--- src/rtl/call_redirect_pkg.sv ---
package call_redirect_pkg;

  typedef enum logic [1:0] {
    FORM_NEAR_REL = 2'd0,
    FORM_NEAR_IND = 2'd1,
    FORM_FAR_DIR  = 2'd2,
    FORM_FAR_IND  = 2'd3
  } callForm_t;

  // strobes from sequencer to datapath
  typedef struct packed {
    logic load;     // capture operands at start
    logic pushSeg;  // current push carries the segment
    logic step;     // a push is accepted this cycle
    logic commit;   // last push accepted: update architectural outputs
  } dpStrobe_t;

endpackage

--- src/rtl/call_redirect_dp.sv ---
module call_redirect_dp
  import call_redirect_pkg::*;
#(
  parameter int OFF_W = 32,
  parameter int SEL_W = 16
) (
  input  logic             clk,
  input  logic             rstN,
  input  dpStrobe_t        strb,
  input  logic [1:0]       form,
  input  logic             opSize32,
  input  logic             realMode,
  input  logic [OFF_W-1:0] nextEip,
  input  logic [SEL_W-1:0] curCs,
  input  logic [OFF_W-1:0] disp,
  input  logic [OFF_W-1:0] tgtOff,
  input  logic [SEL_W-1:0] tgtSel,
  input  logic [OFF_W-1:0] espIn,
  output logic             faultDet,
  output logic             isFar,
  output logic [OFF_W-1:0] pushData,
  output logic [OFF_W-1:0] pushAddr,
  output logic             pushWide,
  output logic [OFF_W-1:0] newEip,
  output logic [SEL_W-1:0] newCs,
  output logic [OFF_W-1:0] newEsp
);

  localparam int HALF_W = OFF_W / 2;
  localparam logic [OFF_W-1:0] REAL_LIMIT = {{(OFF_W-HALF_W){1'b0}}, {HALF_W{1'b1}}};
  localparam logic [OFF_W-1:0] WIDE_BYTES = OFF_W'(4);
  localparam logic [OFF_W-1:0] NARROW_BYTES = OFF_W'(2);

  logic [OFF_W-1:0] dispExt, relSum, rawTgt, tgtCalc, totalBytes, retCalc;
  logic [OFF_W-1:0] tgtEipQ, retQ, segQ, espQ, stepBytes;
  logic [SEL_W-1:0] tgtCsQ;
  logic             wideQ;

  // target offset
  always_comb begin
    dispExt = opSize32 ? disp : {{(OFF_W-HALF_W){disp[HALF_W-1]}}, disp[HALF_W-1:0]};
    relSum  = nextEip + dispExt;
    rawTgt  = (callForm_t'(form) == FORM_NEAR_REL) ? relSum : tgtOff;
    tgtCalc = opSize32 ? rawTgt : {{(OFF_W-HALF_W){1'b0}}, rawTgt[HALF_W-1:0]};
    retCalc = opSize32 ? nextEip : {{(OFF_W-HALF_W){1'b0}}, nextEip[HALF_W-1:0]};
  end

  // real-mode range check
  always_comb begin
    isFar = form[1];
    if (isFar) totalBytes = opSize32 ? (WIDE_BYTES << 1) : (NARROW_BYTES << 1);
    else       totalBytes = opSize32 ? WIDE_BYTES : NARROW_BYTES;
    faultDet = realMode && ((espIn > REAL_LIMIT) || (espIn < totalBytes) ||
                            (tgtCalc > REAL_LIMIT));
  end

  assign stepBytes = wideQ ? WIDE_BYTES : NARROW_BYTES;
  assign pushAddr  = espQ - stepBytes;
  assign pushData  = strb.pushSeg ? segQ : retQ;
  assign pushWide  = wideQ;

  always_ff @(posedge clk) begin
    if (!rstN) begin
      tgtEipQ <= '0;
      tgtCsQ  <= '0;
      retQ    <= '0;
      segQ    <= '0;
      espQ    <= '0;
      wideQ   <= 1'b0;
    end else if (strb.load) begin
      tgtEipQ <= tgtCalc;
      tgtCsQ  <= isFar ? tgtSel : curCs;
      retQ    <= retCalc;
      segQ    <= {{(OFF_W-SEL_W){1'b0}}, curCs};
      espQ    <= espIn;
      wideQ   <= opSize32;
    end else if (strb.step) begin
      espQ    <= pushAddr;
    end
  end

  always_ff @(posedge clk) begin
    if (!rstN) begin
      newEip <= '0;
      newCs  <= '0;
      newEsp <= '0;
    end else if (strb.commit) begin
      newEip <= tgtEipQ;
      newCs  <= tgtCsQ;
      newEsp <= pushAddr;
    end
  end

  // a 16-bit call never leaves upper EIP bits set
  assert_eip_upper_clear_R2: assert property (@(posedge clk) disable iff (!rstN)
    (strb.commit && !wideQ) |=> (newEip[OFF_W-1:HALF_W] == '0));

  // consecutive pushes move down by the push width
  assert_push_addr_step_R5: assert property (@(posedge clk) disable iff (!rstN)
    (strb.step && !strb.commit) |=> (pushAddr == $past(pushAddr) - stepBytes));

endmodule

--- src/rtl/call_redirect_ctrl.sv ---
module call_redirect_ctrl
  import call_redirect_pkg::*;
(
  input  logic       clk,
  input  logic       rstN,
  input  logic       start,
  input  logic       faultDet,
  input  logic       isFar,
  input  logic       pushReady,
  output dpStrobe_t  strb,
  output logic       pushValid,
  output logic       done,
  output logic       fault,
  output logic       busy
);

  typedef enum logic [1:0] {
    ST_IDLE = 2'd0,
    ST_SEG  = 2'd1,
    ST_RET  = 2'd2,
    ST_FIN  = 2'd3
  } seqState_t;

  seqState_t state, stateNext;
  logic      faultQ;

  always_comb begin
    strb.load    = (state == ST_IDLE) && start;
    strb.pushSeg = (state == ST_SEG);
    pushValid    = (state == ST_SEG) || (state == ST_RET);
    strb.step    = pushValid && pushReady;
    strb.commit  = (state == ST_RET) && pushReady;
    done         = (state == ST_FIN);
    fault        = done && faultQ;
    busy         = (state != ST_IDLE);
  end

  always_comb begin
    stateNext = state;
    case (state)
      ST_IDLE: if (start) stateNext = faultDet ? ST_FIN : (isFar ? ST_SEG : ST_RET);
      ST_SEG:  if (pushReady) stateNext = ST_RET;
      ST_RET:  if (pushReady) stateNext = ST_FIN;
      default: stateNext = ST_IDLE;
    endcase
  end

  always_ff @(posedge clk) begin
    if (!rstN) begin
      state  <= ST_IDLE;
      faultQ <= 1'b0;
    end else begin
      state <= stateNext;
      if (strb.load) faultQ <= faultDet;
    end
  end

  // completion is a single-cycle pulse
  assert_done_pulse_R7: assert property (@(posedge clk) disable iff (!rstN)
    done |=> !done);

  // an unaccepted push stays offered
  assert_push_held_R6: assert property (@(posedge clk) disable iff (!rstN)
    (pushValid && !pushReady) |=> pushValid);

  // a faulting call completes next cycle without pushing
  assert_fault_no_push_R8: assert property (@(posedge clk) disable iff (!rstN)
    (state == ST_IDLE && start && faultDet) |=> (fault && !pushValid));

endmodule

--- src/rtl/call_redirect.sv ---
module call_redirect
  import call_redirect_pkg::*;
#(
  parameter int OFF_W = 32,
  parameter int SEL_W = 16
) (
  input  logic             clk,
  input  logic             rstN,
  input  logic             start,
  input  logic [1:0]       form,
  input  logic             opSize32,
  input  logic             realMode,
  input  logic [OFF_W-1:0] nextEip,
  input  logic [SEL_W-1:0] curCs,
  input  logic [OFF_W-1:0] disp,
  input  logic [OFF_W-1:0] tgtOff,
  input  logic [SEL_W-1:0] tgtSel,
  input  logic [OFF_W-1:0] espIn,
  input  logic             pushReady,
  output logic             pushValid,
  output logic [OFF_W-1:0] pushData,
  output logic [OFF_W-1:0] pushAddr,
  output logic             pushWide,
  output logic [OFF_W-1:0] newEip,
  output logic [SEL_W-1:0] newCs,
  output logic [OFF_W-1:0] newEsp,
  output logic             done,
  output logic             fault,
  output logic             busy
);

  dpStrobe_t strb;
  logic      faultDet, isFar;

  call_redirect_ctrl u_ctrl (
    .clk       (clk),
    .rstN      (rstN),
    .start     (start),
    .faultDet  (faultDet),
    .isFar     (isFar),
    .pushReady (pushReady),
    .strb      (strb),
    .pushValid (pushValid),
    .done      (done),
    .fault     (fault),
    .busy      (busy)
  );

  call_redirect_dp #(.OFF_W(OFF_W), .SEL_W(SEL_W)) u_dp (
    .clk      (clk),
    .rstN     (rstN),
    .strb     (strb),
    .form     (form),
    .opSize32 (opSize32),
    .realMode (realMode),
    .nextEip  (nextEip),
    .curCs    (curCs),
    .disp     (disp),
    .tgtOff   (tgtOff),
    .tgtSel   (tgtSel),
    .espIn    (espIn),
    .faultDet (faultDet),
    .isFar    (isFar),
    .pushData (pushData),
    .pushAddr (pushAddr),
    .pushWide (pushWide),
    .newEip   (newEip),
    .newCs    (newCs),
    .newEsp   (newEsp)
  );

  // a stalled push keeps its value and address
  assert_push_stable_R6: assert property (@(posedge clk) disable iff (!rstN)
    (pushValid && !pushReady) |=> ($stable(pushData) && $stable(pushAddr)));

  // architectural outputs move only with the completion pulse
  assert_outputs_hold_R7: assert property (@(posedge clk) disable iff (!rstN)
    (!$past(done) && !done) |-> ($stable(newEip) && $stable(newEsp)) or done);

  // a second start while busy does not reload the width
  assert_busy_ignores_start_R10: assert property (@(posedge clk) disable iff (!rstN)
    (busy && pushValid && start && !pushReady) |=> $stable(pushWide));

endmodule

--- config.mk ---
export PLATFORM = sky130hd
export DESIGN_NAME = call_redirect
export DESIGN_NICKNAME = d
export VERILOG_FILES = /design/src/rtl/call_redirect_pkg.sv /design/src/rtl/call_redirect_dp.sv /design/src/rtl/call_redirect_ctrl.sv /design/src/rtl/call_redirect.sv
export SDC_FILE = /design/constraint.sdc
export NUM_CORES = 1
export LEC_CHECK = 0
export BUFFER_PORTS_ARGS = -buffer_cell sky130_fd_sc_hd__buf_2
export CAP_MARGIN = 10
export CORE_AREA = 2 2 151 153
export CTS_CLUSTER_SIZE = 24
export DETAILED_ROUTE_END_ITERATION = 7
export DIE_AREA = 0 0 153 155
export PLACE_DENSITY = 0.79
export SETUP_SLACK_MARGIN = 0.2
export SLEW_MARGIN = 20
export SYNTH_ARGS = -nofsm -noshare
export SYNTH_HDL_FRONTEND = slang
export SYNTH_SLANG_ARGS = --single-unit
--- constraint.sdc ---
create_clock -name clk -period 6.95 [get_ports clk]
set_input_delay 2.085 -clock clk [delete_from_list [all_inputs] [get_ports clk]]
set_output_delay 2.085 -clock clk [all_outputs]
set_load 0.02 [all_outputs]
==> results.md, run 1 <==
* Largest net degree at the start of global routing at 89
* Detailed-routing iteration count for the pre-antenna-repair pass at 6
* Count of unresolved DRC violations after routing at 0
* Highest clock frequency the design can meet at around 160 MHz
* Slew HR at a little under two fifths
* Initial standard-cell utilization of the core at about half
* Mean routed wirelength per cell at between 15 and 20 um
* Count of filler cells inserted in the layout at just over 2,000
* Sequential group share of total power at between 30% and 40%
* Most used DFF post-synth: dfxtp_1
* Clock input transition at the sequential cells of the worst setup and hold paths at ~0.06 ns
* Total die area at roughly 24,000 um2
* Clock group share of total power at a little over a quarter
* Final worst path period share at just under 90%
* Number of setup violations in the final report at 0
* Number of buffers on the longest clock path at 3
* Critical path's top delay family: simple AND/OR/NAND/NOR gates
* CTS buffer count at 24
* ANT nets after route at 0
* Rows at 55
* Worst slew pin tran at about 0.93 ns
* Setup repair after global routing missed its margin: false
* Largest voltage drop on the vdd net at 0.239 mV
* Number of standard cells in the final layout excluding fillers at a little over 2,000
* Worst clock skew on the final layout at approximately 0.009 ns
* Tmin final at 6.15 ns
* Share of the synthesized area in the top cell type at between 30% and 40%
* Die boundary width at 153 um
* Sequential element share of the synthesized area at between 30 and 40%
* Buffers plus inverters on the worst setup path at 2
* Post-layout util at between 60% and 70%
* GRT met2 Usage at 46.8%
* Met3 track demand over resource at ~4.4%
* Global-route wire length before repair at 57,600 um
* Area delta synth->final at 21.7%
* Maximum level of the CTS H-tree at 1
* Core ar. at between 20,000 and 25,000 um2
* Kind of start point of the critical path: flip-flop
* Async S/R FF share, synth at 0%
* Drt total wl at roughly 37,000 um
* Nets at between 1,500 and 2,000
* Hold buffer count at cts at 0
* Max-Cap Viols at 0
* Met1 Track Usage GR at approximately two fifths
* Routability congestion estimate at approximately 0.94
* Total power divided by cell area at ~350 nW/um2
* Area after DPL at 13,100 um2
* GRT Max-Usage Layer: met2
* Post-synthesis cell area at 11,500 um2
* Net switching component of the power at 0.00196 W
* Category of the worst setup path capture point: output port
* Run status: finished clean
* Data required, critical path at around 4.9 ns
* Share of post-route cells with drive strength above 1 at about a quarter
* Logic gate share of total power at 40.0%
* Hold_ws at around 0.45 ns
* Post-CTS setup buffer count at 0
* Via total after detailed routing at about 12,000
* Peak fanout along the critical path at 6
* CTS tree: done
* CP arrival at around 4.1 ns
* Post-Syn Nets at around 1,700
* Total gr overflow at 0
* Via count of the first global-routing pass at 11,000
* Post-synth EDFFs at 0
* Crit path cell chain: inv_1, ha_1, fa_1, or3b_4, or4_4, or4_4, or3_4, nor2_2, nand2_1, xnor2_1, buf_2
* Net switching share of the total power at roughly 40%
* Drt initial violations at 1,002
* Ranking of synthesized cells by area: dfxtp_1, nand2_1, a21oi_1
* Yosys warns at 0
* Clock root buffer master: clkbuf_16
* Clock tree sinks at 212
* Internal cell power at roughly 0.003 W
* Half-perimeter wire length after detailed placement at around 27,000 um
* Cell variety after synth at 70
* Placed Instances at about 2,000
* Hold Crit Class: flip-flop to flip-flop
* Input/output buffers at about 320
* Height of the die at about 160 um
* Critical path class: flip-flop to output port
* Average instance area after synthesis at between 7 and 8 um2
* Library cell contributing the largest single delay on the critical path: or4_4
* I/O pin count at 317
* Number of synthesized register bits at between 200 and 250
* Cell type with the highest aggregate area in the netlist: dfxtp_1
* Final setup TNS at 0 ns
* Initial antenna violation count at 9
* Critical Path Most Common Cell: or4_4
* Source-to-sink clock delay at the later pin of the worst-skew pair at around 0.53 ns
* Final number of hold-violating endpoints at 0
* Maximum single-stage delay on the critical path at 0.55 ns
* Fin area at ~14,000 um2
* Cells after synthesis at 1,509
* Global-route usage over all layers at ~29%
* Static Leakage at about 6.1 nW
* Count of cells resized by post-cts repair at 0
* Routed via count divided by cell count at 5.76
* Number of pins exceeding their max-slew limit in the final report at 0
cells in the mapped netlist (4+ instances only):
cell	n
nand2b_1	5
ha_1	41
a211oi_1	42
nand3_1	29
mux2_2	17
nor2_1	169
o31ai_1	5
o211ai_1	9
or3_1	18
nand4_1	12
nor2b_1	19
a2bb2oi_1	4
a21oi_1	155
dfxtp_1	212
or2_2	4
xnor2_1	35
mux2i_1	19
a311oi_1	24
or3_4	4
nor3_1	57
buf_1	15
and4_1	5
a21o_1	7
clkbuf_1	91
and3_1	7
nand2_1	309
nor4_1	12
a2111oi_0	4
xor2_1	31
inv_1	22
o21ai_0	52
and2_1	7
path summary, 6_finish.rpt:
kind,from,to,slack [ns],cells past startpoint
min,u_dp.newCs[9],u_dp.newCs[9],0.45,2
max,u_dp.pushWide,pushAddr[31],0.80,11
max reg2reg,u_dp.pushWide,u_dp.newEsp[29],3.28,12
min reg2reg,u_dp.newCs[9],u_dp.newCs[9],0.45,2
routing by layer:
metal  vias to the layer above  wire length, um
li1                       5760                -
met1                      5565            16500
met2                       485            16700
met3                        73             2410
met4                         0             1030
met5                         -                0
per-stage QoR:
stage | power (W) | worst slack [ns]
3_5_place_dp | 0.00356 | 1.15
6_report | 0.00489 | 0.801
3_3_place_gp | 0.00352 | 1.22
5_1_grt | 0.00517 | 0.670
4_1_cts | 0.00489 | 0.788
2_1_floorplan | 0.00299 | 1.31
cell usage in the layout (no fill, tap or decap), drive strengths merged, types with 9 or more instances in the layout:
master	synthesis	final
mux2	17	17
buf	18	328
nor2b	19	19
nor4	12	12
dfxtp	212	212
or3	22	22
a211oi	42	42
mux2i	19	19
nand3	29	29
nand4	12	12
a21oi	155	155
nor2	172	172
a311oi	24	24
clkbuf	91	36
ha	41	41
xnor2	35	35
o211ai	9	9
inv	23	23
nor3	58	58
nand2	309	309
xor2	31	31
o21ai	52	52
cell type report:
type,instances,area [um2],area share [%]
well taps,285,357,2.56
repair buffers,328,1670,12.0
inverters,23,91.3,0.655
flip-flops and latches,212,4240,30.4
clock buffers,36,746,5.35
diodes,7,17.5,0.126
multi-input cells,1165,6710,48.1
clock inverters,7,105,0.754
logic make-up after synthesis:
kind of cell	Yosys count	synth area share, %
buffers and inverters	132	4.49
and+or+nand+nor	681	26.8
DFF	212	37.0
muxes	36	3.33
adders and majority gates	43	4.83
xor gates and xnor gates	66	5.05
AOI/OAI and AO/OA	339	18.5
worst reg2reg max path: stages, from the launching register on:
cell and delay (ns):
dfxtp_1 0.35, inv_1 0.10, ha_1 0.20, fa_1 0.26, or3b_4 0.43, or4_4 0.48, or4_4 0.55, or3_4 0.39
nor2_2 0.22, nand2_1 0.12, xnor2_1 0.21, nor2_1 0.08, nor3_1 0.19
power by group through the flow:
stage / clock (W) / sequential (W) / combinational, W
2_1_floorplan: 0 / 0.00164 / 0.00135
3_3_place_gp: 0 / 0.00161 / 0.00191
3_5_place_dp: 0 / 0.00162 / 0.00193
4_1_cts: 0.00135 / 0.00160 / 0.00195
5_1_grt: 0.00140 / 0.00163 / 0.00214
6_report: 0.00133 / 0.00160 / 0.00196
registers in the layout, summed over array words and instances (netlist names):
| signal | flops |
|---|---|
| u_dp.retQ | 32 |
| u_ctrl.state | 2 |
| u_dp.tgtEipQ | 32 |
| u_ctrl.faultQ | 1 |
| u_dp.espQ | 32 |
| u_dp.newCs | 16 |
| u_dp.segQ | 16 |
| u_dp.pushWide | 1 |
| u_dp.newEsp | 32 |
| u_dp.newEip | 32 |
| u_dp.tgtCsQ | 16 |
Power figures use the tool's default switching activity.
==> inputs of run 2 (changes only) <==
--- a/config.mk
+++ b/config.mk
@@ -7,11 +7,12 @@
 export LEC_CHECK = 0
 export BUFFER_PORTS_ARGS = -buffer_cell sky130_fd_sc_hd__buf_2
 export CAP_MARGIN = 10
-export CORE_AREA = 2 2 151 153
+export CORE_AREA = 2 2 148 150
+export CTS_BUF_LIST = sky130_fd_sc_hd__clkbuf_8
 export CTS_CLUSTER_SIZE = 24
 export DETAILED_ROUTE_END_ITERATION = 7
-export DIE_AREA = 0 0 153 155
-export PLACE_DENSITY = 0.79
+export DIE_AREA = 0 0 150 152
+export PLACE_DENSITY = 0.82
 export SETUP_SLACK_MARGIN = 0.2
 export SLEW_MARGIN = 20
 export SYNTH_ARGS = -nofsm -noshare
==> run 2 against run 1 <==
Maximum frequency down 0.34%. Register-to-register slack worse by 0.08 ns. Non-clock buffer count down 1. Count of clock-buffer cells in the layout up 10. Global-route usage up 1.9 points. Critical path depth unchanged. Routed wire length up 1.4%. Core utilization up 1.9 points. First-iteration DRC count down 3.9%. Largest cell class unchanged. Highest routed layer unchanged.
==> results.md, run 2 (synthesis gave the netlist of run 1 again) <==
* Total power divided by cell area at 340 nW/um2 (-3.2%)
* Worst clock skew on the final layout at 0.0244 ns (+0.0152 ns)
* Input/output buffers at 316 (unchanged)
* Kind of start point of the critical path: flip-flop
* Maximum level of the CTS H-tree at 2 (+1)
* Clock group share of total power at 23.8% (-3.4 points)
* Initial standard-cell utilization of the core at 53.7% (+2.1 points)
* Register-to-register setup slack at 3.20 ns (-0.08 ns)
* Run status: finished clean
* CP arrival at 4.09 ns (+0.03 ns)
* Initial antenna violation count at 6 (-3)
* Clock input transition at the sequential cells of the worst setup and hold paths at 0.06 ns (about the same)
* Static Leakage at 6.08 nW (+0.23%)
* Number of buffers on the longest clock path at 3 (unchanged)
* Critical Path Most Common Cell: or4_4
* Source-to-sink clock delay at the later pin of the worst-skew pair at 0.54 ns (about the same)
* Detailed-routing iteration count for the pre-antenna-repair pass at 5 (-1)
* ANT nets after route at 0 (unchanged)
* Library cell contributing the largest single delay on the critical path: or4_4
* Commonest non-fill, non-tap cell in the layout: buf_2
* Commonest cells after routing, fill and taps aside: buf_2, nand2_1, dfxtp_1, nor2_1, a21oi_1
* Hold_ws at 0.447 ns (-0.00273 ns)
* Largest net degree at the start of global routing at 148 (+66%)
* Count of unresolved DRC violations after routing at 0 (unchanged)
* Number of pins exceeding their max-slew limit in the final report at 0 (unchanged)
* Global-route wire length before repair at 58,100 um (+0.87%)
* Count of filler cells inserted in the layout at 1,930 (-4.1%)
* Final number of hold-violating endpoints at 0 (unchanged)
* Share of post-route cells with drive strength above 1 at 23.4% (+0.15 points)
* Critical path's top delay family: simple AND/OR/NAND/NOR gates
* Mean routed wirelength per cell at 17.9 um (+0.52%)
* Routed via count divided by cell count at 5.70 (-1.0%)
* Net switching component of the power at 0.00198 W (+0.70%)
* Highest clock frequency the design can meet at 162 MHz (-0.34%)
* Buffers plus inverters on the worst setup path at 2 (unchanged)
* Routability congestion estimate at 0.985 (+4.4%)
* Net switching share of the total power at 42.1% (+2.0 points)
* Number of setup violations in the final report at 0 (unchanged)
* Max-Cap Viols at 0 (unchanged)
* Final worst path period share at 88.8% (+0.30 points)
* Critical path class: flip-flop to output port
* Height of the die at 152 um (-1.9%)
* Crit path cell chain: inv_1, ha_1, fa_1, or3b_4, or4_4, or4_4, or3_4, nor2_2, nand2_1, xnor2_1, buf_2
* Half-perimeter wire length after detailed placement at 27,200 um (+1.0%)
* Nets at 1,977 (+0.61%)
* CTS buffer count at 37 (+54%)
* Total gr overflow at 0 (unchanged)
* Logic gate share of total power at 42.0% (+2.0 points)
* Rows at 54 (-1.8%)
* Hold buffer count at cts at 0 (unchanged)
* Slew HR at 23.5% (-14 points)
* Global-route usage over all layers at 31.4% (+1.9 points)
* Setup repair after global routing missed its margin: false
* CTS tree: done
* Maximum single-stage delay on the critical path at 0.54 ns (about the same)
* Die boundary width at 150 um (-2.0%)
* Count of cells resized by post-cts repair at 0 (unchanged)
* Post-CTS setup buffer count at 0 (unchanged)
* Largest voltage drop on the vdd net at 0.232 mV (-2.8%)
* Final setup TNS at 0 ns (unchanged)
* Internal cell power at 0.00271 W (-7.3%)
* Core ar. at 21,400 um2 (-3.9%)
* Peak fanout along the critical path at 6 (unchanged)
* Sequential group share of total power at 34.2% (+1.4 points)
* Hold Crit Class: flip-flop to flip-flop
* Clock root buffer master: clkbuf_8
* Category of the worst setup path capture point: output port
* Via total after detailed routing at 11,900 (-0.19%)
* Clock tree sinks at 212 (unchanged)
* Area delta synth->final at 20.5%
* I/O pin count at 317 (unchanged)
* Total die area at 22,800 um2 (-3.9%)
* Drt initial violations at 963 (-3.9%)
* Via count of the first global-routing pass at 11,100 (+1.1%)
* Drt total wl at 37,200 um (+1.4%)
* Data required, critical path at 4.87 ns (about the same)
* Worst slew pin tran at 1.15 ns (+0.212 ns)
* Tmin final at 6.17 ns (+0.0207 ns)
run 2: cell count changes in the layout (fill, tap and decap cells not counted), sizes merged:
cell    delta
inv       +18
clkbuf    +10
bufinv     -2
clkinv     -2
buf        -1
diode      -1
run 2: path summary, 6_finish.rpt:
kind	startpoint	to	cells past startpoint
worst max-delay path	u_dp.pushWide	pushAddr[31]	11
worst min-delay path	u_dp.tgtEipQ[10]	u_dp.newEip[10]	2
worst max register to register	u_dp.pushWide	u_dp.newEsp[31]	12
worst min register to register	u_dp.tgtEipQ[10]	u_dp.newEip[10]	2
run 2: cell type report:
class                      count  area (um2)  area share [%]
sequential                   212        4240            30.7
clock buffer                  46         633            4.59
clock inverter                21        95.1           0.689
inverter                      23        91.3           0.661
multi-input combinational   1165        6720            48.6
tap                          280         350            2.54
timing repair buffer         327        1660            12.1
antenna                        6        15.0           0.109
run 2: metal layers:
metal | GRT usage, % | vias up | wire length, um
met3 | 5.02 | 66 | 2610
met2 | 50.3 | 449 | 17000
met4 | 11.2 | 0 | 1130
li1 | - | 5774 | -
met5 | 0 | - | 0
met1 | 42.8 | 5572 | 16400
run 2: worst min-delay path: stages (launching register included):
cell and delay (ns):
dfxtp_1 0.31, nand2_1 0.05, a21oi_1 0.05
run 2: power groups by stage:
stage / Clock (W) / Sequential, W / Combinational (W)
floorplan: 0 / 0.00164 / 0.00135
finish: 0.00112 / 0.00160 / 0.00197
global route: 0.00119 / 0.00163 / 0.00215
global placement: 0 / 0.00161 / 0.00192
detailed placement: 0 / 0.00162 / 0.00195
CTS: 0.00113 / 0.00160 / 0.00196
run 2: metrics by stage:
stage / cells / power [W] / setup WS [ns] / util, % / instance area [um2]
after floorplan: 1509 / 0.00299 / 1.31 / - / 11500
final: 2080 / 0.00469 / 0.780 / 64.7 / 13800
after detailed placement: 2007 / 0.00357 / 0.963 / 61.2 / 13100
after global placement: 2007 / 0.00353 / 1.04 / 61.2 / 13100
after global routing: 2080 / 0.00497 / 0.576 / 64.7 / 13800
after CTS: 2074 / 0.00469 / 0.797 / 64.6 / 13800
==> inputs of run 3 (changes only) <==
--- a/config.mk
+++ b/config.mk
@@ -5,13 +5,14 @@
 export SDC_FILE = /design/constraint.sdc
 export NUM_CORES = 1
 export LEC_CHECK = 0
+export ABC_AREA = 1
 export BUFFER_PORTS_ARGS = -buffer_cell sky130_fd_sc_hd__buf_2
 export CAP_MARGIN = 10
-export CORE_AREA = 2 2 148 150
+export CORE_AREA = 2 2 151 153
 export CTS_BUF_LIST = sky130_fd_sc_hd__clkbuf_8
 export CTS_CLUSTER_SIZE = 24
 export DETAILED_ROUTE_END_ITERATION = 7
-export DIE_AREA = 0 0 150 152
+export DIE_AREA = 0 0 153 155
 export PLACE_DENSITY = 0.82
 export SETUP_SLACK_MARGIN = 0.2
 export SLEW_MARGIN = 20
==> run 3 against run 2 <==
Clock power is essentially flat. Final cell count grew 22%. Global-route usage grew 0.64 points. Sequential share of layout area shrank 1.4 points. Area after synthesis grew 5.0%. Synthesized cell count grew 29%. Core utilization grew 0.38 points. Power grew 15%. Critical path depth shrank 2. Register-to-register slack gained 0.79 ns. Die area grew 4.0%. Clock skew shrank 0.00067 ns.
==> results.md, run 3 <==
* Global-route wire length before repair at 61,900 um (+6.6%)
* Drt initial violations at 981 (+1.9%)
* Clock root buffer master: clkbuf_8
* Number of buffers on the longest clock path at 3 (unchanged)
* Global-route usage over all layers at 32.0% (+0.64 points)
* Post-synth EDFFs at 0 (unchanged)
* Most used DFF post-synth: dfxtp_1
* Buffers plus inverters on the worst setup path at 3 (+1)
* Largest voltage drop on the vdd net at 0.180 mV (-22%)
* Commonest cells after routing, fill and taps aside: nand2_1, nor2_1, buf_2, inv_1, dfxtp_1
* Critical path class: flip-flop to output port
* Max-Cap Viols at 0 (unchanged)
* Fin area at 14,500 um2 (+4.7%)
* Count of unresolved DRC violations after routing at 0 (unchanged)
* I/O pin count at 317 (unchanged)
* Routability congestion estimate at 0.950 (-3.6%)
* Slew HR at 30.7% (+7.2 points)
* Crit path cell chain: inv_1, ha_1, inv_1, nor2_1, a2111oi_0, nand4_1, nor3_1, xor2_1, buf_2
* Ranking of synthesized cells by area: dfxtp_1, nand2_1, nor2_1
* Total gr overflow at 0 (unchanged)
* Area delta synth->final at 20.2%
* Worst clock skew on the final layout at 0.0237 ns (-0.000675 ns)
* Total power divided by cell area at 372 nW/um2 (+9.6%)
* Mux share of post-synthesis cell area at 0% (-3.3 points)
* Cell variety after synth at 46 (-34%)
* Tmin final at 5.52 ns (-0.653 ns)
* Run status: finished clean
* Highest clock frequency the design can meet at 181 MHz (+12%)
* Via total after detailed routing at 13,300 (+12%)
* Largest net degree at the start of global routing at 101 (-32%)
* Reg2reg path depth at 10 (-2)
* Core ar. at 22,200 um2 (+4.1%)
* Design Power at 0.00538 W (+15%)
* Mean routed wirelength per cell at 15.5 um (-13%)
* Stages on the worst setup path at 9 (-2)
* Initial antenna violation count at 1 (-5)
* Maximum level of the CTS H-tree at 2 (unchanged)
* Drt total wl at 39,400 um (+6.0%)
* Cells after synthesis at 1,945 (+29%)
* Initial standard-cell utilization of the core at 54.1% (+0.47 points)
* Library cell contributing the largest single delay on the critical path: a2111oi_0
* Nets at 2,434 (+23%)
* Post-CTS setup buffer count at 0 (unchanged)
* Maximum single-stage delay on the critical path at 0.87 ns (+0.33 ns)
* Critical path's top delay family: compound AO/OA/AOI/OAI gates
* Total die area at 23,700 um2 (+4.0%)
* Share of the synthesized area in the top cell type at 35.3% (-1.8 points)
* Final worst path period share at 79.4% (-9.4 points)
* Yosys warns at 0 (unchanged)
* Critical Path Most Common Cell: inv_1
* Category of the worst setup path capture point: output port
* Post-synthesis cell area at 12,000 um2 (+5.0%)
* Post-Synth Simple-Gate Area at 34.5% (+7.7 points)
* Final setup margin at 1.43 ns (+0.653 ns)
* CTS tree: done
* Area after DPL at 13,700 um2 (+5.2%)
* Final number of hold-violating endpoints at 0 (unchanged)
* Hold buffer count at cts at 0 (unchanged)
* CP arrival at 3.43 ns (-0.66 ns)
* Rows at 55 (+1.9%)
* Final setup TNS at 0 ns (unchanged)
* Cell type with the highest aggregate area in the netlist: dfxtp_1
* Most used standard cell by instance count after synthesis: nand2_1
* Kind of start point of the critical path: flip-flop
* Worst slack at placement at 1.40 ns (+0.435 ns)
* Post-Syn Nets at 2,156 (+25%)
* Data required, critical path at 4.87 ns (about the same)
* Input/output buffers at 316 (unchanged)
* Source-to-sink clock delay at the later pin of the worst-skew pair at 0.55 ns (about the same)
* Number of pins exceeding their max-slew limit in the final report at 0 (unchanged)
* Half-perimeter wire length after detailed placement at 29,700 um (+9.2%)
* CTS buffer count at 37 (unchanged)
* Count of cells resized by post-cts repair at 0 (unchanged)
* Async S/R FF share, synth at 0% (unchanged)
* Hold_ws at 0.464 ns (+0.0175 ns)
* Static Leakage at 7.79 nW (+28%)
* Share of post-route cells with drive strength above 1 at 18.1% (-5.4 points)
* Detailed-routing iteration count for the pre-antenna-repair pass at 5 (unchanged)
* Die boundary width at 153 um (+2.0%)
* Peak fanout along the critical path at 3 (-3)
* Xor-xnor portion of the synthesized cell area at 1.88% (-3.2 points)
* Largest family of logic cells by synthesized area: simple AND/OR/NAND/NOR gates
* Number of setup violations in the final report at 0 (unchanged)
* Post-synth top cells: nand2_1, nor2_1, inv_1
* Clock input transition at the sequential cells of the worst setup and hold paths at 0.06 ns (about the same)
* Instance count along the most critical hold path at 2 (unchanged)
* Worst slew pin tran at 1.01 ns (-0.134 ns)
* ANT nets after route at 0 (unchanged)
* Post-synthesis adder-cell area fraction at 4.60% (-0.23 points)
* Setup repair after global routing missed its margin: false
* Share of the synthesized area in compound gates (AO/OA/AOI/OAI) at 13.3% (-5.1 points)
* Commonest non-fill, non-tap cell in the layout: nand2_1
* Routed via count divided by cell count at 5.23 (-8.2%)
* Hold Crit Class: flip-flop to flip-flop
* Sequential element share of the synthesized area at 35.3% (-1.8 points)
* Clock tree sinks at 212 (unchanged)
* Height of the die at 155 um (+2.0%)
* Average instance area after synthesis at 6.19 um2 (-19%)
* Via count of the first global-routing pass at 12,200 (+10%)
* Number of synthesized register bits at 212 (unchanged)
## run 3: cell families (layout without fill, tap and decap cells)
group                      Yosys count  in the layout
AOI/OAI and AO/OA                  294            294
xor gates and xnor gates            25             25
adders and majority gates           43             43
buffers and inverters              333            636
DFF                                212            212
other                                0              1
and+or+nand+nor                   1038           1038
## run 3: worst reg2reg max path, stage by stage (launching register included)
cell       delay [ns]
dfxtp_1          0.40
inv_1            0.10
ha_1             0.29
inv_1            0.06
nor2_1           0.06
a2111oi_0        0.87
nand4_1          0.31
nor3_1           0.26
xor2_1           0.32
nand2_1          0.09
a31oi_1          0.13
## run 3: where the power goes
group	internal, W	switching, W	leakage [nW]
registers	0.00151	0.000189	1.74
clock network	0.000598	0.000517	0.422
logic	0.000781	0.00178	5.63
total	0.00289	0.00249	7.79
## run 3: metal layers
| layer | part of all wire [%] | global-route usage (%) | vias up |
|---|---|---|---|
| met5 | 0 | 0 | - |
| met4 | 3.4 | 11.2 | 0 |
| met3 | 7.8 | 4.76 | 86 |
| met2 | 46 | 54.1 | 549 |
| met1 | 43 | 42.1 | 5954 |
| li1 | - | - | 6673 |
## run 3: final cells by class
type                            instances  area (um2)
Fill cell                            2137        7770
Multi-Input combinational cell       1400        6550
Sequential cell                       212        4240
Timing Repair Buffer                  328        1670
Inverter                              244         918
Clock buffer                           46         633
Tap cell                              285         357
Clock inverter                         18        83.8
Antenna cell                            1        2.50
## run 3: final timing paths
kind            startpoint             to  slack [ns]
max          u_dp.pushWide   pushAddr[26]        1.43
min reg2reg  u_dp.retQ[23]  u_dp.retQ[23]        0.46
min          u_dp.retQ[23]  u_dp.retQ[23]        0.46
max reg2reg  u_dp.pushWide  u_dp.espQ[26]        3.99
## run 3: per-stage QoR
stage,instances,util [%]
2_1_floorplan,1945,-
3_3_place_gp,2469,61.8
3_5_place_dp,2469,61.8
4_1_cts,2533,65.0
5_1_grt,2533,65.0
6_report,2534,65.0
